[src/rtl/bsm_pkg.sv]
package bsm_pkg;

    typedef enum logic [1:0] {
        LOC_SERIAL    = 2'd0,
        LOC_BROADCAST = 2'd1,
        LOC_HYBRID    = 2'd2,
        LOC_RSVD      = 2'd3
    } locate_e;

    typedef enum logic [2:0] {
        ST_IDLE,
        ST_SEARCH,
        ST_DRAIN,
        ST_FETCH,
        ST_AWAIT,
        ST_INSERT,
        ST_SWAP_A,
        ST_PROMOTE
    } bsm_state_e;

    // Distance-dependent response delay of bank i
    function automatic int unsigned bank_delay(int unsigned i);
        return 2 + 2 * i;
    endfunction

endpackage

[src/rtl/bsm_bank.sv]
module bsm_bank #(
    parameter int unsigned LATENCY = 2,
    parameter int unsigned IDX_W   = 2,
    parameter int unsigned TAG_W   = 6,
    parameter int unsigned DATA_W  = 16
) (
    input  logic              clk,
    input  logic              rst_n,
    input  logic              probe_valid,
    output logic              probe_ready,
    input  logic [IDX_W-1:0]  probe_idx,
    input  logic [TAG_W-1:0]  probe_tag,
    output logic              resp_valid,
    output logic              resp_hit,
    output logic              resp_lvalid,
    output logic [TAG_W-1:0]  resp_tag,
    output logic [DATA_W-1:0] resp_data,
    input  logic              wr_en,
    input  logic [IDX_W-1:0]  wr_idx,
    input  logic              wr_lvalid,
    input  logic [TAG_W-1:0]  wr_tag,
    input  logic [DATA_W-1:0] wr_data
);
    localparam int unsigned SETS  = 1 << IDX_W;
    localparam int unsigned CNT_W = $clog2(LATENCY + 1);

    logic [SETS-1:0]   vld_q;
    logic [TAG_W-1:0]  tag_q  [SETS];
    logic [DATA_W-1:0] data_q [SETS];
    logic              busy_q;
    logic [CNT_W-1:0]  cnt_q;
    logic [IDX_W-1:0]  idx_q;
    logic [TAG_W-1:0]  ptag_q;

    always_ff @(posedge clk or negedge rst_n) begin
        if (!rst_n) begin
            vld_q <= '0;
        end else if (wr_en) begin
            vld_q[wr_idx] <= wr_lvalid;
        end
    end

    always_ff @(posedge clk) begin
        if (wr_en) begin
            tag_q[wr_idx]  <= wr_tag;
            data_q[wr_idx] <= wr_data;
        end
    end

    always_ff @(posedge clk or negedge rst_n) begin
        if (!rst_n) begin
            busy_q <= 1'b0;
            cnt_q  <= '0;
            idx_q  <= '0;
            ptag_q <= '0;
        end else if (probe_valid && probe_ready) begin
            busy_q <= 1'b1;
            cnt_q  <= CNT_W'(LATENCY - 1);
            idx_q  <= probe_idx;
            ptag_q <= probe_tag;
        end else if (busy_q) begin
            if (cnt_q == '0) busy_q <= 1'b0;
            else             cnt_q  <= cnt_q - 1'b1;
        end
    end

    assign probe_ready = !busy_q;
    assign resp_valid  = busy_q && (cnt_q == '0);
    assign resp_lvalid = vld_q[idx_q];
    assign resp_tag    = tag_q[idx_q];
    assign resp_data   = data_q[idx_q];
    assign resp_hit    = resp_valid && resp_lvalid && (resp_tag == ptag_q);

endmodule

[src/rtl/bsm_launch.sv]
module bsm_launch
    import bsm_pkg::*;
#(
    parameter int unsigned NBANK = 4,
    parameter int unsigned HYB_M = 2
) (
    input  locate_e          policy,
    input  logic             start,
    input  logic             searching,
    input  logic [NBANK-1:0] resp_valid,
    input  logic [NBANK-1:0] resp_hit,
    output logic [NBANK-1:0] launch
);
    int unsigned wave;

    // Number of banks probed at acceptance
    always_comb begin
        unique case (policy)
            LOC_BROADCAST: wave = NBANK;
            LOC_HYBRID:    wave = HYB_M;
            default:       wave = 1;
        endcase
    end

    for (genvar g = 0; g < NBANK; g++) begin : g_lane
        if (g == 0) begin : g_first
            assign launch[g] = start;
        end else begin : g_chain
            logic in_wave;
            assign in_wave   = (g < wave);
            assign launch[g] = (start && in_wave)
                             || (searching && !in_wave && resp_valid[g-1] && !resp_hit[g-1]);
        end
    end

endmodule

[src/rtl/bankset_migrator.sv]
module bankset_migrator
    import bsm_pkg::*;
#(
    parameter int unsigned ADDR_W = 8,
    parameter int unsigned IDX_W  = 2,
    parameter int unsigned DATA_W = 16,
    parameter int unsigned NBANK  = 4,
    parameter int unsigned HYB_M  = 2,
    parameter int unsigned LAT_W  = 6
) (
    input  logic                     clk,
    input  logic                     rst_n,
    input  logic [1:0]               cfg_locate,
    input  logic                     req_valid,
    output logic                     req_ready,
    input  logic                     req_write,
    input  logic [ADDR_W-1:0]        req_addr,
    input  logic [DATA_W-1:0]        req_wdata,
    output logic                     rsp_valid,
    output logic                     rsp_hit,
    output logic [$clog2(NBANK)-1:0] rsp_bank,
    output logic [LAT_W-1:0]         rsp_lat,
    output logic [DATA_W-1:0]        rsp_data,
    output logic                     nl_req_valid,
    input  logic                     nl_req_ready,
    output logic [ADDR_W-1:0]        nl_req_addr,
    input  logic                     nl_rsp_valid,
    input  logic [DATA_W-1:0]        nl_rsp_data
);
    localparam int unsigned TAG_W = ADDR_W - IDX_W;
    localparam int unsigned BI_W  = $clog2(NBANK);
    localparam logic [BI_W-1:0] FAR = BI_W'(NBANK - 1);

    bsm_state_e state_q, state_d;
    locate_e    policy;
    assign policy = locate_e'(cfg_locate);

    // request context
    logic [IDX_W-1:0]  req_idx_q;
    logic [TAG_W-1:0]  req_tag_q;
    logic              req_wr_q;
    logic [DATA_W-1:0] req_wd_q;
    // lines seen during the search
    logic [NBANK-1:0]  lv_q;
    logic [TAG_W-1:0]  lt_q [NBANK];
    logic [DATA_W-1:0] ld_q [NBANK];
    logic [NBANK-1:0]  done_q, pend_q;
    logic [BI_W-1:0]   hit_bank_q;
    logic [DATA_W-1:0] hit_data_q, fill_q;
    logic [LAT_W-1:0]  lat_cnt_q, miss_lat_q;

    // bank-side wiring
    logic [NBANK-1:0]  launch, bank_ready, bank_rv, bank_rh, bank_rlv, wr_en;
    logic [TAG_W-1:0]  bank_rt [NBANK];
    logic [DATA_W-1:0] bank_rd [NBANK];
    logic [IDX_W-1:0]  probe_idx;
    logic [TAG_W-1:0]  probe_tag;
    logic              wr_lvalid;
    logic [TAG_W-1:0]  wr_tag;
    logic [DATA_W-1:0] wr_data;

    logic              accept, hit_now, all_done;
    logic [BI_W-1:0]   hit_idx, promo_dst;
    logic [NBANK-1:0]  pend_nxt;

    assign accept   = req_valid && req_ready;
    assign hit_now  = |(bank_rv & bank_rh);
    assign pend_nxt = (pend_q & ~bank_rv) | launch;
    assign all_done = &(done_q | bank_rv);
    assign promo_dst = (hit_bank_q == '0) ? '0 : BI_W'(hit_bank_q - 1'b1);

    always_comb begin
        hit_idx = '0;
        for (int i = NBANK - 1; i >= 0; i--) begin
            if (bank_rv[i] && bank_rh[i]) hit_idx = BI_W'(i);
        end
    end

    assign probe_idx = (state_q == ST_IDLE) ? req_addr[IDX_W-1:0]      : req_idx_q;
    assign probe_tag = (state_q == ST_IDLE) ? req_addr[ADDR_W-1:IDX_W] : req_tag_q;

    bsm_launch #(.NBANK(NBANK), .HYB_M(HYB_M)) u_launch (
        .policy     (policy),
        .start      (accept),
        .searching  (state_q == ST_SEARCH),
        .resp_valid (bank_rv),
        .resp_hit   (bank_rh),
        .launch     (launch)
    );

    for (genvar g = 0; g < NBANK; g++) begin : g_bank
        bsm_bank #(
            .LATENCY (bank_delay(g)),
            .IDX_W   (IDX_W),
            .TAG_W   (TAG_W),
            .DATA_W  (DATA_W)
        ) u_bank (
            .clk         (clk),
            .rst_n       (rst_n),
            .probe_valid (launch[g]),
            .probe_ready (bank_ready[g]),
            .probe_idx   (probe_idx),
            .probe_tag   (probe_tag),
            .resp_valid  (bank_rv[g]),
            .resp_hit    (bank_rh[g]),
            .resp_lvalid (bank_rlv[g]),
            .resp_tag    (bank_rt[g]),
            .resp_data   (bank_rd[g]),
            .wr_en       (wr_en[g]),
            .wr_idx      (req_idx_q),
            .wr_lvalid   (wr_lvalid),
            .wr_tag      (wr_tag),
            .wr_data     (wr_data)
        );
    end

    function automatic bsm_state_e after_hit(logic [BI_W-1:0] hb, logic wr);
        if (hb != '0) return ST_SWAP_A;
        if (wr)       return ST_PROMOTE;
        return ST_IDLE;
    endfunction

    // state register
    always_ff @(posedge clk or negedge rst_n) begin
        if (!rst_n) state_q <= ST_IDLE;
        else        state_q <= state_d;
    end

    // next state
    always_comb begin
        state_d = state_q;
        unique case (state_q)
            ST_IDLE:    if (accept) state_d = ST_SEARCH;
            ST_SEARCH: begin
                if (hit_now) begin
                    state_d = (pend_nxt != '0) ? ST_DRAIN : after_hit(hit_idx, req_wr_q);
                end else if (all_done) begin
                    state_d = req_wr_q ? ST_INSERT : ST_FETCH;
                end
            end
            ST_DRAIN:   if (pend_nxt == '0) state_d = after_hit(hit_bank_q, req_wr_q);
            ST_FETCH:   if (nl_req_ready) state_d = ST_AWAIT;
            ST_AWAIT:   if (nl_rsp_valid) state_d = ST_INSERT;
            ST_INSERT:  state_d = ST_IDLE;
            ST_SWAP_A:  state_d = ST_PROMOTE;
            ST_PROMOTE: state_d = ST_IDLE;
            default:    state_d = ST_IDLE;
        endcase
    end

    // outputs and bank write commands
    always_comb begin
        req_ready    = (state_q == ST_IDLE);
        nl_req_valid = (state_q == ST_FETCH);
        nl_req_addr  = {req_tag_q, req_idx_q};
        wr_en        = '0;
        wr_lvalid    = 1'b1;
        wr_tag       = req_tag_q;
        wr_data      = fill_q;
        unique case (state_q)
            ST_SWAP_A: begin
                wr_en[hit_bank_q] = 1'b1;
                wr_lvalid = lv_q[BI_W'(hit_bank_q - 1'b1)];
                wr_tag    = lt_q[BI_W'(hit_bank_q - 1'b1)];
                wr_data   = ld_q[BI_W'(hit_bank_q - 1'b1)];
            end
            ST_PROMOTE: begin
                wr_en[promo_dst] = 1'b1;
                wr_data = hit_data_q;
            end
            ST_INSERT: wr_en[FAR] = 1'b1;
            default: ;
        endcase
    end

    // datapath
    always_ff @(posedge clk or negedge rst_n) begin
        if (!rst_n) begin
            req_idx_q  <= '0;
            req_tag_q  <= '0;
            req_wr_q   <= 1'b0;
            req_wd_q   <= '0;
            lv_q       <= '0;
            done_q     <= '0;
            pend_q     <= '0;
            hit_bank_q <= '0;
            hit_data_q <= '0;
            fill_q     <= '0;
            lat_cnt_q  <= '0;
            miss_lat_q <= '0;
            rsp_valid  <= 1'b0;
            rsp_hit    <= 1'b0;
            rsp_bank   <= '0;
            rsp_lat    <= '0;
            rsp_data   <= '0;
            for (int i = 0; i < NBANK; i++) begin
                lt_q[i] <= '0;
                ld_q[i] <= '0;
            end
        end else begin
            rsp_valid <= 1'b0;
            pend_q    <= pend_nxt;
            for (int i = 0; i < NBANK; i++) begin
                if (bank_rv[i]) begin
                    lv_q[i] <= bank_rlv[i];
                    lt_q[i] <= bank_rt[i];
                    ld_q[i] <= bank_rd[i];
                end
            end
            if (accept) begin
                req_idx_q <= req_addr[IDX_W-1:0];
                req_tag_q <= req_addr[ADDR_W-1:IDX_W];
                req_wr_q  <= req_write;
                req_wd_q  <= req_wdata;
                done_q    <= '0;
                lat_cnt_q <= LAT_W'(1);
            end else begin
                done_q <= done_q | bank_rv;
                if (state_q == ST_SEARCH) lat_cnt_q <= lat_cnt_q + 1'b1;
            end
            if (state_q == ST_SEARCH && hit_now) begin
                hit_bank_q <= hit_idx;
                hit_data_q <= req_wr_q ? req_wd_q : bank_rd[hit_idx];
                rsp_valid  <= 1'b1;
                rsp_hit    <= 1'b1;
                rsp_bank   <= hit_idx;
                rsp_lat    <= lat_cnt_q;
                rsp_data   <= req_wr_q ? req_wd_q : bank_rd[hit_idx];
            end else if (state_q == ST_SEARCH && all_done) begin
                miss_lat_q <= lat_cnt_q;
                fill_q     <= req_wd_q;
            end
            if (state_q == ST_AWAIT && nl_rsp_valid) fill_q <= nl_rsp_data;
            if (state_q == ST_INSERT) begin
                rsp_valid <= 1'b1;
                rsp_hit   <= 1'b0;
                rsp_bank  <= FAR;
                rsp_lat   <= miss_lat_q;
                rsp_data  <= fill_q;
            end
        end
    end

endmodule

[config.mk]
export PLATFORM = sky130hd
export DESIGN_NAME = bankset_migrator
export DESIGN_NICKNAME = d
export VERILOG_FILES = /design/src/rtl/bsm_pkg.sv /design/src/rtl/bsm_bank.sv /design/src/rtl/bsm_launch.sv /design/src/rtl/bankset_migrator.sv
export SDC_FILE = /design/constraint.sdc
export NUM_CORES = 1
export LEC_CHECK = 0
export ABC_AREA = 1
export BUFFER_PORTS_ARGS = -buffer_cell sky130_fd_sc_hd__clkbuf_2
export CORE_AREA = 2 2 249 251
export CTS_BUF_LIST = sky130_fd_sc_hd__clkbuf_4 sky130_fd_sc_hd__clkbuf_8 sky130_fd_sc_hd__clkbuf_16
export DETAILED_ROUTE_END_ITERATION = 12
export DIE_AREA = 0 0 251 253
export RECOVER_POWER = 25
export SYNTH_ARGS = -nofsm -noshare
export SYNTH_HDL_FRONTEND = slang
export SYNTH_HIERARCHICAL = 1
export SYNTH_SLANG_ARGS = --single-unit
[constraint.sdc]
create_clock -name clk -period 3.8 [get_ports clk]
set_input_delay 0.57 -clock clk [delete_from_list [all_inputs] [get_ports clk]]
set_output_delay 0.57 -clock clk [all_outputs]
set_load 0.01 [all_outputs]
==> impl_results.rst, run 1 <==
.. list-table::
   :header-rows: 1

   * - Metric
     - Value
   * - HPWL after detailed placement
     - 50.8 mm
   * - Worst supply voltage drop on vdd
     - 0.331 mV
   * - Worst-case hold slack
     - 0.174 ns
   * - Floorplan die area
     - 63500 um2
   * - Largest net degree at the start of global routing
     - 86
   * - Number of antenna violations at the first check in global routing
     - 2
   * - Gate Count Post-Synth
     - 2748
   * - GRT Total Usage
     - 0.243
   * - Post-synth cell types
     - 43
   * - Setup bufs post-CTS
     - 0
   * - Detailed-route DRC error count
     - 0
   * - Data required time of the worst path
     - 4.27 ns
   * - Upper clock frequency limit
     - 296 MHz
   * - Critical path capture point type
     - flop
   * - Placed Cells incl. Taps
     - 3560
   * - Fraction of registers with async set or reset after synthesis
     - 0.429
   * - Share of cells above drive strength 1
     - 0.120
   * - Number of max-slew violations in the final report
     - 116
   * - Post-Layout Cell Count
     - 3683
   * - Final instance area
     - 30600 um2
   * - Post-detailed-placement cell area
     - 28500 um2
   * - Power per Cell Area
     - 798 nW/um2
   * - Horizontal extent of the die
     - 251 um
   * - Routed wire length per instance
     - 20.8 um
   * - Fraction of the cycle the final worst path needs
     - 0.889
   * - Final setup vio count
     - 0
   * - Number of warning messages in the yosys log
     - 6
   * - Clock Sink Count
     - 616
   * - Cell chosen for the clock root
     - sky130_fd_sc_hd__clkbuf_16
   * - Total I/O pin count
     - 84
   * - Number of gates resized after cts
     - 0
   * - RSZ-0062 raised after global routing
     - no
   * - Seq cells post-synth
     - 616
   * - Number of maximum-capacitance violations
     - 3
   * - Latest clock arrival within the worst-skew pair
     - 0.61 ns
   * - Post-synth EDFFs
     - 352
   * - Most used cells in the layout excluding fill and tap cells
     - sky130_fd_sc_hd__nand2_1 (623), sky130_fd_sc_hd__edfxtp_1 (352), sky130_fd_sc_hd__o21ai_0 (322)
   * - Vias per cell
     - 5.41
   * - Tightest Pin Transition
     - 2.36 ns
   * - Mean area per synthesized cell
     - 9.87 um2
   * - Hold Crit Class
     - in -> reg
   * - Port buffer count
     - 83
   * - Cell leakage power
     - 13.1 nW
   * - Clk slew on worst S/H paths
     - 0.06 ns
   * - Startpoint of the lowest-slack hold path
     - req_wdata[14]
   * - Die boundary height
     - 253 um
   * - Maximum fanout along the worst path
     - 46
   * - Reg2reg start
     - g_bank[2].u_bank/idx_q[0]
   * - Via count of the first global-routing pass
     - 19500
   * - Total wirelength of the detailed-routed design
     - 76.6 mm
   * - CTS tree
     - done
   * - Detail Route Antenna Nets
     - 0
   * - Final nets
     - 2902
   * - Synth Cell Area
     - 27100 um2
   * - Final TNS setup
     - 0 ns
   * - Most frequent standard cell in the layout excluding fill and tap cells
     - sky130_fd_sc_hd__nand2_1
   * - First-pass GRT wire length
     - 117 mm
   * - Total clock buffers created by CTS
     - 67
   * - Worst setup margin
     - 0.420 ns
   * - Layout area overhead
     - 12.9%
   * - Total design power
     - 24.4 mW
   * - Core area
     - 61000 um2
   * - Cell Rows
     - 91
   * - Worst Path Arrival
     - 3.85 ns
   * - Period minus WS final
     - 3.38 ns
   * - Worst Setup Slack post-DPL
     - 0.426 ns
   * - Syn_nets
     - 2811
   * - Initial DRC Count
     - 1901
   * - Fraction of the yosys area taken by sequential cells
     - 0.633
   * - Routability cong.
     - 0.873
   * - Relative slew slack
     - -0.575
   * - Pre-antenna DRT Iters
     - 7
   * - Post-Route Skew
     - 0.0305 ns
   * - Crit Path Category
     - reg -> reg
   * - Most instantiated flip-flop cell in the synthesis netlist
     - sky130_fd_sc_hd__edfxtp_1
   * - Violated checks
     - capacitance limit, slew limit
   * - CTS hold repair buffers
     - 0
   * - Startpoint kind of the worst setup timing path
     - flop
   * - Run status
     - complete, but fails checks
   * - Overall overflow remaining after global route
     - 0
   * - Buffers from clock root to sink, at most
     - 3
   * - Initial core utilization
     - 0.444
   * - Fin. Hold Viols
     - 0
   * - Overall via count from detail_route
     - 19900
   * - Critical path startpoint
     - g_bank[2].u_bank/idx_q[0]
   * - Core utilization of the finished layout
     - 0.502
   * - Maximum level of the CTS H-tree
     - 3
==> layer usage <==
metal | global-route usage | share of wire | wire length [um] | up-vias
met3 | 0.0427 | 0.066 | 5040 | 127
met5 | 0 | 0 | 0 | -
met2 | 0.397 | 0.47 | 35900 | 604
met4 | 0.0857 | 0.033 | 2490 | 0
met1 | 0.328 | 0.43 | 33200 | 9815
li1 | - | - | - | 9385
==> report_power, final <==
part	internal (mW)	switching (mW)	total, mW
clock	3.92	2.68	6.60
sequential	8.97	0.770	9.74
combinational	2.25	5.83	8.08
==> state kept, by name, indices dropped and copies added (netlist names), 12 cells and up <==
signal and count:
g_bank.u_bank/data_q 256, g_bank.u_bank/tag_q 96, ld_q 64, g_bank.u_bank/ptag_q 24, lt_q 24, fill_q 16
g_bank.u_bank/vld_q 16, hit_data_q 16, req_wd_q 16, rsp_data 16, g_bank.u_bank/cnt_q 12
==> final cells by class <==
class,instances,area [um2]
Timing Repair Buffer,158,973
Inverter,300,1140
Sequential cell,616,17200
Fill cell,5566,30400
Antenna cell,1,2.50
Tap cell,790,988
Clock inverter,26,264
Clock buffer,96,1980
Multi-Input combinational cell,1696,8090
==> worst paths after layout <==
path | to | slack [ns] | depth (start not counted)
min in group asynchronous | miss_lat_q[5] | 0.67 | 1
setup reg to reg | state_q[1] | 0.42 | 20
hold / removal | req_wd_q[14] | 0.17 | 3
hold reg to reg | lt_q[21] | 0.47 | 2
setup / recovery | state_q[1] | 0.42 | 20
max in group asynchronous | g_bank[3].u_bank/cnt_q[2] | 0.60 | 2
==> worst max-delay path, stage by stage (launching register included) <==
cell and delay (ns):
sky130_fd_sc_hd__dfrtp_1 0.39, sky130_fd_sc_hd__buf_4 0.45, sky130_fd_sc_hd__nand2_1 0.09, sky130_fd_sc_hd__nand3_1 0.18
sky130_fd_sc_hd__nand2_1 0.09, sky130_fd_sc_hd__nand2_1 0.06, sky130_fd_sc_hd__nand2_1 0.05, sky130_fd_sc_hd__nor2_1 0.08
sky130_fd_sc_hd__nand2_1 0.07, sky130_fd_sc_hd__nor2_1 0.15, sky130_fd_sc_hd__nor2_1 0.08, sky130_fd_sc_hd__nand2_1 0.06
sky130_fd_sc_hd__nand2_1 0.12, sky130_fd_sc_hd__a21oi_1 0.45, sky130_fd_sc_hd__nand2_1 0.10, sky130_fd_sc_hd__nor2_1 0.39
sky130_fd_sc_hd__inv_1 0.11, sky130_fd_sc_hd__nand2_1 0.08, sky130_fd_sc_hd__nand3_1 0.09, sky130_fd_sc_hd__nand2_1 0.08
sky130_fd_sc_hd__nand2_1 0.05
==> synth_stat cells, types with 2 or more instances <==
cell type	instances	area share
sky130_fd_sc_hd__nand2_1	622	0.086
sky130_fd_sc_hd__edfxtp_1	352	0.39
sky130_fd_sc_hd__o21ai_0	322	0.059
sky130_fd_sc_hd__inv_1	280	0.039
sky130_fd_sc_hd__dfrtp_1	264	0.24
sky130_fd_sc_hd__nand3_1	219	0.040
sky130_fd_sc_hd__nor2_1	207	0.029
sky130_fd_sc_hd__a21oi_1	90	0.017
sky130_fd_sc_hd__o22ai_1	66	0.015
sky130_fd_sc_hd__clkbuf_1	54	0.0075
sky130_fd_sc_hd__buf_2	45	0.0083
sky130_fd_sc_hd__nand2_2	30	0.0069
sky130_fd_sc_hd__o211ai_1	22	0.0061
sky130_fd_sc_hd__nor3_1	19	0.0035
sky130_fd_sc_hd__o21ai_1	18	0.0033
sky130_fd_sc_hd__buf_4	16	0.0044
sky130_fd_sc_hd__ha_1	15	0.0069
sky130_fd_sc_hd__buf_6	14	0.0058
sky130_fd_sc_hd__inv_2	13	0.0018
sky130_fd_sc_hd__nand3_2	11	0.0041
sky130_fd_sc_hd__o211ai_2	10	0.0046
sky130_fd_sc_hd__o21a_1	10	0.0028
sky130_fd_sc_hd__nand3b_1	8	0.0022
sky130_fd_sc_hd__inv_4	5	0.0012
sky130_fd_sc_hd__nor2_2	5	0.0012
sky130_fd_sc_hd__buf_1	4	0.00055
sky130_fd_sc_hd__or2_2	4	0.00092
sky130_fd_sc_hd__mux2_2	3	0.0012
sky130_fd_sc_hd__nand2_4	3	0.0012
sky130_fd_sc_hd__and2_1	2	0.00046
sky130_fd_sc_hd__buf_12	2	0.0015
sky130_fd_sc_hd__nor2_4	2	0.00083
==> cell families (layout without fill, tap and decap cells) <==
group,after synthesis,after routing,synth area share
multiplexers,3,3,0.00125
other,0,1,0
adder cells (fa/ha/maj),15,15,0.00692
XOR/XNOR,1,1,0.000323
flip-flops,616,616,0.633
buffers and inverters,436,580,0.0708
AO/OA/AOI/OAI,541,541,0.109
AND/OR/NAND/NOR,1136,1136,0.178
Note: power is estimated with default switching activity, not from simulation.
==> run 2, diff against run 1 <==
CORE_AREA = 4 4 251 253   (was 2 2 249 251)
DIE_AREA = 0 0 255 257   (was 0 0 251 253)
==> run 2 against run 1 <==
Compared with the run above:
- the flow still finishes with violations (capacitance limit, slew limit)
- combinational power rose by 2%
- total power rose by 0.25%
- sequential cell count did not move
- global-route usage fell by 1.3 points
- worst setup slack got worse by 0.064 ns
- final cell count rose by 0.14%
- clock power fell by 2%
- utilization barely moved
- via count rose by 0.28%
- register-to-register slack got worse by 0.06 ns
- critical endpoint is now state_q[0]
- largest cell class unchanged
==> impl_results.rst, run 2 (same netlist as run 1, synthesis figures left out) <==
.. list-table::
   :header-rows: 1

   * - Metric
     - Value
   * - Number of max-slew violations in the final report
     - 173 (was 116)
   * - Worst-case hold slack
     - 0.163 ns (was 0.174 ns)
   * - Violated checks
     - capacitance limit, slew limit (unchanged)
   * - Final TNS setup
     - 0 ns (unchanged)
   * - Data required time of the worst path
     - 4.28 ns (was 4.27 ns)
   * - Initial core utilization
     - 0.444 (unchanged)
   * - Power per Cell Area
     - 799 nW/um2 (was 798 nW/um2)
   * - Buffers from clock root to sink, at most
     - 3 (unchanged)
   * - Most used cells in the layout excluding fill and tap cells
     - sky130_fd_sc_hd__nand2_1 (623), sky130_fd_sc_hd__edfxtp_1 (352), sky130_fd_sc_hd__o21ai_0 (322) (unchanged)
   * - Critical path startpoint
     - g_bank[2].u_bank/idx_q[0] (unchanged)
   * - Floorplan die area
     - 65500 um2 (was 63500 um2)
   * - Layout fillers
     - 5470 (was 5566)
   * - Port buffer count
     - 83 (unchanged)
   * - Registers with the highest flip-flop counts
     - g_bank.u_bank/data_q x256, g_bank.u_bank/tag_q x96, ld_q x64 (unchanged)
   * - Horizontal extent of the die
     - 255 um (was 251 um)
   * - Layout area overhead
     - 13.0% (was 12.9%)
   * - Cell leakage power
     - 13.1 nW (about the same)
   * - Final setup vio count
     - 0 (unchanged)
   * - Total wirelength of the detailed-routed design
     - 76.3 mm (was 76.6 mm)
   * - Multi-input gate area in the final layout
     - 8090 um2 (about the same)
   * - Flip-flop count of the largest register, all copies and words added
     - 256 (unchanged)
   * - Share of cells above drive strength 1
     - 0.120 (about the same)
   * - Number of antenna violations at the first check in global routing
     - 0 (was 2)
   * - Number of maximum-capacitance violations
     - 3 (unchanged)
   * - Relative slew slack
     - -0.946 (was -0.575)
   * - Die boundary height
     - 257 um (was 253 um)
   * - Total I/O pin count
     - 84 (unchanged)
   * - Fraction of the cycle the final worst path needs
     - 0.906 (was 0.889)
   * - Critical path capture point type
     - flop (unchanged)
   * - Routed wire length per instance
     - 20.7 um (was 20.8 um)
   * - Worst Path Arrival
     - 3.93 ns (was 3.85 ns)
   * - Core area
     - 61000 um2 (unchanged)
   * - Final nets
     - 2908 (was 2902)
   * - Hold Crit Class
     - in -> reg (unchanged)
   * - Tightest Pin Transition
     - 2.92 ns (was 2.36 ns)
   * - Routability cong.
     - 0.889 (was 0.873)
   * - Worst supply voltage drop on vdd
     - 0.286 mV (was 0.331 mV)
   * - Vias per cell
     - 5.42 (was 5.41)
   * - CTS hold repair buffers
     - 0 (unchanged)
   * - Total clock buffers created by CTS
     - 67 (unchanged)
   * - Core utilization of the finished layout
     - 0.502 (about the same)
   * - Via count of the first global-routing pass
     - 18900 (was 19500)
   * - Crit Path Category
     - reg -> reg (unchanged)
   * - Clock Sink Count
     - 616 (unchanged)
   * - First-pass GRT wire length
     - 115 mm (was 117 mm)
   * - Latest clock arrival within the worst-skew pair
     - 0.61 ns (about the same)
   * - Most frequent standard cell in the layout excluding fill and tap cells
     - sky130_fd_sc_hd__nand2_1 (unchanged)
   * - Pre-antenna DRT Iters
     - 6 (was 7)
   * - Cell Rows
     - 91 (unchanged)
   * - Fin. Hold Viols
     - 0 (unchanged)
   * - Period minus WS final
     - 3.44 ns (was 3.38 ns)
   * - RSZ-0062 raised after global routing
     - no (unchanged)
   * - HPWL after detailed placement
     - 51.4 mm (was 50.8 mm)
   * - Maximum level of the CTS H-tree
     - 3 (unchanged)
   * - Diodes inserted
     - 0 (was 1)
   * - Reg2reg start
     - g_bank[2].u_bank/idx_q[0] (unchanged)
   * - Top reg by flops
     - g_bank.u_bank/data_q (unchanged)
   * - Initial DRC Count
     - 1897 (was 1901)
   * - Detail Route Antenna Nets
     - 0 (unchanged)
   * - Largest net degree at the start of global routing
     - 104 (was 86)
   * - Post-Route Skew
     - 0.0243 ns (was 0.0305 ns)
   * - Setup bufs post-CTS
     - 0 (unchanged)
   * - Startpoint kind of the worst setup timing path
     - flop (unchanged)
   * - Startpoint of the lowest-slack hold path
     - req_wdata[1] (was req_wdata[14])
   * - Area used by sequential logic in the layout
     - 17200 um2 (unchanged)
   * - Detailed-route DRC error count
     - 0 (unchanged)
   * - Overall via count from detail_route
     - 20000 (was 19900)
   * - Maximum fanout along the worst path
     - 36 (was 46)
   * - Overall overflow remaining after global route
     - 0 (unchanged)
   * - Clk slew on worst S/H paths
     - 0.06 ns (about the same)
   * - Cell chosen for the clock root
     - sky130_fd_sc_hd__clkbuf_16 (unchanged)
   * - Upper clock frequency limit
     - 290 MHz (was 296 MHz)
   * - CTS tree
     - done (unchanged)
   * - GRT Total Usage
     - 0.230 (was 0.243)
   * - Run status
     - complete, but fails checks (unchanged)
-- run 2: final timing paths --
kind	end	slack (ns)	cells after the start
min reg2reg	lt_q[23]	0.47	2
max in group asynchronous	g_bank[2].u_bank/cnt_q[0]	0.63	2
max reg2reg	state_q[0]	0.36	20
max	state_q[0]	0.36	20
min	req_wd_q[1]	0.16	3
min in group asynchronous	lat_cnt_q[5]	0.85	1
-- run 2: worst max-delay path, stage by stage (launching register included) --
cell and delay [ns]:
sky130_fd_sc_hd__dfrtp_1 0.62, sky130_fd_sc_hd__buf_4 0.42, sky130_fd_sc_hd__nand2_1 0.10, sky130_fd_sc_hd__nand3_1 0.11, sky130_fd_sc_hd__nand2_1 0.08, sky130_fd_sc_hd__nand2_1 0.06
sky130_fd_sc_hd__nand2_1 0.05, sky130_fd_sc_hd__nor2_1 0.08, sky130_fd_sc_hd__nand2_1 0.05, sky130_fd_sc_hd__nor2_1 0.12, sky130_fd_sc_hd__nor2_1 0.11, sky130_fd_sc_hd__nand2_1 0.07
sky130_fd_sc_hd__nand2_1 0.13, sky130_fd_sc_hd__a21oi_1 0.36, sky130_fd_sc_hd__nand2_1 0.12, sky130_fd_sc_hd__nor2_1 0.43, sky130_fd_sc_hd__inv_1 0.12, sky130_fd_sc_hd__nand2_1 0.08
sky130_fd_sc_hd__nand3_1 0.08, sky130_fd_sc_hd__nand2_1 0.08, sky130_fd_sc_hd__nand2_1 0.05
-- run 2: timing repair --
item / 4_1_cts / 5_1_grt
gates resized for setup: 0 / 1
hold endpoints to repair: 0 / 0
endpoints found under the setup margin: 0 / 3
-- run 2: power breakdown --
group | internal [mW] | switching (mW) | leakage, nW
registers | 8.97 | 0.799 | 6.52
logic | 2.27 | 5.96 | 5.46
clock network | 3.82 | 2.67 | 1.11
total | 15.1 | 9.42 | 13.1
-- run 2: through the flow --
stage	total power [mW]	cell area, um2	setup slack [ns]	std cells
2_1_floorplan	14.9	27100	0.219	2748
3_3_place_gp	17.9	28500	0.333	3566
3_5_place_dp	18.1	28500	0.304	3566
4_1_cts	24.6	30700	0.274	3688
5_1_grt	25.8	30600	0.0149	3688
6_report	24.5	30600	0.356	3688
-- run 2: layout make-up --
class | count | share of cell area
Inverter | 300 | 0.0374
Sequential cell | 616 | 0.561
Tap cell | 790 | 0.0323
Multi-Input combinational cell | 1696 | 0.264
Clock inverter | 29 | 0.00853
Timing Repair Buffer | 164 | 0.0334
Clock buffer | 93 | 0.0637
-- run 2: metal layers --
layer	vias to the layer above	global-route usage	share of wire
li1	9398	-	-
met1	9800	0.319	0.42
met2	664	0.373	0.48
met5	-	0	0
met4	0	0.0734	0.028
met3	124	0.0368	0.068
==> run 3, diff against run 2 <==
CORE_AREA = 4 4 335 337   (was 4 4 251 253)
DIE_AREA = 0 0 339 341   (was 0 0 255 257)
==> run 3 against run 2 <==
Compared with the run above:
- the flow still finishes with violations (capacitance limit, slew limit)
- utilization is 22 points lower
- clock skew shrank 0.0013 ns
- die area up 76%
- global-route usage fell by 10 points
- clock power down 4.8%
- worst setup slack got worse by 0.022 ns
- critical path type unchanged
- final cell count increased by 17%
- register-to-register slack got worse by 0.02 ns
- design area increased by 1.8%
==> impl_results.rst, run 3 (same netlist as run 1, synthesis figures left out) <==
.. list-table::
   :header-rows: 1

   * - Metric
     - Value
   * - Run status
     - complete, but fails checks (unchanged)
   * - Violated checks
     - capacitance limit, slew limit (unchanged)
   * - Number of gates resized after cts
     - 0 (unchanged)
   * - Multi-input gate area in the final layout
     - 8080 um2 (was 8090 um2)
   * - Final setup vio count
     - 0 (unchanged)
   * - Critical path capture point type
     - flop (unchanged)
   * - Port buffer count
     - 83 (unchanged)
   * - Layout area overhead
     - 15.0% (was 13.0%)
   * - Most frequent standard cell in the layout excluding fill and tap cells
     - sky130_fd_sc_hd__nand2_1 (unchanged)
   * - Setup bufs post-CTS
     - 0 (unchanged)
   * - Flip-flop count of the largest register, all copies and words added
     - 256 (unchanged)
   * - GRT Total Usage
     - 0.126 (was 0.230)
   * - Detail Route Antenna Nets
     - 0 (unchanged)
   * - Worst Path Arrival
     - 3.86 ns (was 3.93 ns)
   * - Combinational group share of total power
     - 0.331 (was 0.336)
   * - Area used by sequential logic in the layout
     - 17200 um2 (unchanged)
   * - Share of cells above drive strength 1
     - 0.115 (was 0.120)
   * - Cell repeated most along the worst path
     - sky130_fd_sc_hd__inv_1 (was sky130_fd_sc_hd__nand2_1)
   * - Number of max-slew violations in the final report
     - 151 (was 173)
   * - Number of maximum-capacitance violations
     - 3 (unchanged)
   * - Placed Cells incl. Taps
     - 4182 (was 3566)
   * - Cell Rows
     - 121 (was 91)
   * - CTS tree
     - done (unchanged)
   * - Detailed-route DRC error count
     - 0 (unchanged)
   * - Clock Sink Count
     - 616 (unchanged)
   * - Routing usage on met2
     - 0.196 (was 0.373)
   * - Floorplan die area
     - 116000 um2 (was 65500 um2)
   * - Crit Path Category
     - reg -> reg (unchanged)
   * - Post-detailed-placement cell area
     - 29200 um2 (was 28500 um2)
   * - Overall overflow remaining after global route
     - 0 (unchanged)
   * - Die boundary height
     - 341 um (was 257 um)
   * - Hold Crit Class
     - in -> reg (unchanged)
   * - Post-Layout Cell Count
     - 4297 (was 3688)
   * - Buffers from clock root to sink, at most
     - 3 (unchanged)
   * - Number of antenna violations at the first check in global routing
     - 0 (unchanged)
   * - Worst-case register-to-register setup slack
     - 0.33 ns (was 0.36 ns)
   * - Latest clock arrival within the worst-skew pair
     - 0.64 ns (was 0.61 ns)
   * - Met1 layer usage reported by global route
     - 0.176 (was 0.319)
   * - Fraction of the cycle the final worst path needs
     - 0.912 (was 0.906)
   * - Overall via count from detail_route
     - 19700 (was 20000)
   * - Total clock buffers created by CTS
     - 60 (was 67)
   * - Maximum fanout along the worst path
     - 38 (was 36)
   * - Max incr delay on CP
     - 1.57 ns (was 0.62 ns)
   * - Total design power
     - 23.9 mW (was 24.5 mW)
   * - Layout fillers
     - 11300 (was 5470)
   * - Depth of the most critical reg-to-reg path
     - 8 (was 20)
   * - Upper clock frequency limit
     - 289 MHz (was 290 MHz)
   * - Library cell contributing the largest single delay on the critical path
     - sky130_fd_sc_hd__clkbuf_1 (was sky130_fd_sc_hd__dfrtp_1)
   * - Data required time of the worst path
     - 4.20 ns (was 4.28 ns)
   * - Top reg by flops
     - g_bank.u_bank/data_q (unchanged)
   * - First-pass GRT wire length
     - 115 mm (about the same)
   * - Period minus WS final
     - 3.47 ns (was 3.44 ns)
   * - Post-Route Skew
     - 0.0230 ns (was 0.0243 ns)
   * - Final nets
     - 2895 (was 2908)
   * - Clk slew on worst S/H paths
     - 0.06 ns (about the same)
   * - Worst supply voltage drop on vdd
     - 0.354 mV (was 0.286 mV)
   * - Int Pwr
     - 14.7 mW (was 15.1 mW)
   * - Horizontal extent of the die
     - 339 um (was 255 um)
   * - Core area
     - 109000 um2 (was 61000 um2)
   * - Relative slew slack
     - -0.458 (was -0.946)
   * - Final TNS setup
     - 0 ns (unchanged)
   * - Largest net degree at the start of global routing
     - 76 (was 104)
   * - Reg2reg start
     - g_bank[0].u_bank/cnt_q[0] (was g_bank[2].u_bank/idx_q[0])
   * - Net Sw Frac
     - 0.383 (was 0.385)
   * - Maximum level of the CTS H-tree
     - 2 (was 3)
   * - Cell leakage power
     - 13.0 nW (was 13.1 nW)
   * - Cell chosen for the clock root
     - sky130_fd_sc_hd__clkbuf_16 (unchanged)
   * - Met3 GRT Util
     - 0.0239 (was 0.0368)
   * - Total I/O pin count
     - 84 (unchanged)
   * - Registers with the highest flip-flop counts
     - g_bank.u_bank/data_q x256, g_bank.u_bank/tag_q x96, ld_q x64 (unchanged)
   * - Via count of the first global-routing pass
     - 18900 (about the same)
   * - Power per Cell Area
     - 766 nW/um2 (was 799 nW/um2)
   * - Destination of the critical timing path
     - ld_q[48] (was state_q[0])
   * - Vias per cell
     - 4.58 (was 5.42)
   * - Initial core utilization
     - 0.249 (was 0.444)
   * - Fin. Hold Viols
     - 0 (unchanged)
   * - Terminus of the critical flop-to-flop path
     - ld_q[48] (was state_q[0])
   * - Routability cong.
     - 0.837 (was 0.889)
   * - Pre-antenna DRT Iters
     - 6 (unchanged)
   * - Worst path cell trace
     - inv_1, ha_1, nand2_1, inv_1, clkbuf_1, inv_1, clkbuf_1, o21ai_0 (was buf_4, nand2_1, nand3_1, nand2_1, nand2_1, nand2_1, nor2_1, nand2_1, nor2_1, nor2_1, nand2_1, nand2_1, a21oi_1, nand2_1, nor2_1, inv_1, nand2_1, nand3_1, nand2_1, nand2_1)
   * - RSZ-0062 raised after global routing
     - no (unchanged)
   * - Critical path startpoint
     - g_bank[0].u_bank/cnt_q[0] (was g_bank[2].u_bank/idx_q[0])
   * - Diodes inserted
     - 0 (unchanged)
   * - Routed wire length per instance
     - 17.4 um (was 20.7 um)
   * - Total wirelength of the detailed-routed design
     - 74.8 mm (was 76.3 mm)
   * - Most used cells in the layout excluding fill and tap cells
     - sky130_fd_sc_hd__nand2_1 (624), sky130_fd_sc_hd__edfxtp_1 (352), sky130_fd_sc_hd__o21ai_0 (322) (was sky130_fd_sc_hd__nand2_1 (623), sky130_fd_sc_hd__edfxtp_1 (352), sky130_fd_sc_hd__o21ai_0 (322))
   * - Startpoint kind of the worst setup timing path
     - flop (unchanged)
   * - Switch Pwr
     - 9.14 mW (was 9.42 mW)
   * - Tightest Pin Transition
     - 2.19 ns (was 2.92 ns)
   * - Layer with the highest usage
     - met2 (unchanged)
   * - Share of power burned in registers
     - 0.410 (was 0.399)
   * - HPWL after detailed placement
     - 49.8 mm (was 51.4 mm)
   * - Final instance area
     - 31200 um2 (was 30600 um2)
   * - Initial DRC Count
     - 1878 (was 1897)
   * - Clock network fraction of design power
     - 0.259 (was 0.265)
[run 3: changes by cell type in the layout (fill, tap and decap cells not counted), sizes merged]
cell / change
clkbuf: -21
buf: -11
clkinv: +8
bufinv: +5
clkinvlp: +5
inv: -2
dlygate4sd3: +1
[run 3: worst min-delay path by stage]
stage	startpoint	endpoint	slack (ns)	cells after the start
after global placement	lt_q[18]	lt_q[18]	0.45	2
after detailed placement	lt_q[2]	lt_q[2]	0.45	2
after CTS	req_wdata[2]	req_wd_q[2]	0.10	3
final	req_wdata[2]	req_wd_q[2]	0.12	3
after floorplan	rst_n	done_q[0]	0.27	0
after global routing	req_wdata[2]	req_wd_q[2]	0.13	3
[run 3: what timing repair did]
| item | 4_1_cts | 5_1_grt |
|---|---|---|
| hold endpoints to repair | 71 | 0 |
| hold buffers | 1 | 0 |
| endpoints found under the setup margin | 0 | 0 |
[run 3: final cells by class]
cell class / count / share of cell area
Clock buffer: 68 / 0.0506
Clock inverter: 45 / 0.0152
Inverter: 300 / 0.0367
Multi-Input combinational cell: 1696 / 0.259
Sequential cell: 616 / 0.551
Tap cell: 1414 / 0.0567
Timing Repair Buffer: 158 / 0.0309
[run 3: power by group through the flow]
stage | combinational, mW | clock [mW] | sequential (mW)
after floorplan | 5.32 | 0 | 9.61
after global placement | 7.76 | 0 | 9.85
after detailed placement | 7.88 | 0 | 9.89
after CTS | 7.92 | 6.30 | 9.77
after global routing | 8.90 | 6.58 | 9.92
final | 7.91 | 6.18 | 9.78
[run 3: through the flow]
step                 util  hold slack [ns]  worst slack, ns
CTS                 0.287            0.102            0.432
detailed placement  0.268            0.454            0.458
finish              0.286            0.124            0.334
global placement    0.268            0.449            0.492
global route        0.286            0.125           0.0884
floorplan               -            0.274            0.219
[run 3: worst max-delay path, delay by kind of cell, from the launching register on]
family          cells  cell delay (ns)
buf+inv             5             2.23
flops               1             0.35
compound gates      1             0.36
fa+ha+maj           1             0.20
simple gates        1             0.06
[run 3: metal layers]
metal	part of all wire	routed length (um)
met1	0.45	33400
met2	0.44	33000
met3	0.080	5990
met4	0.033	2450
met5	0	0
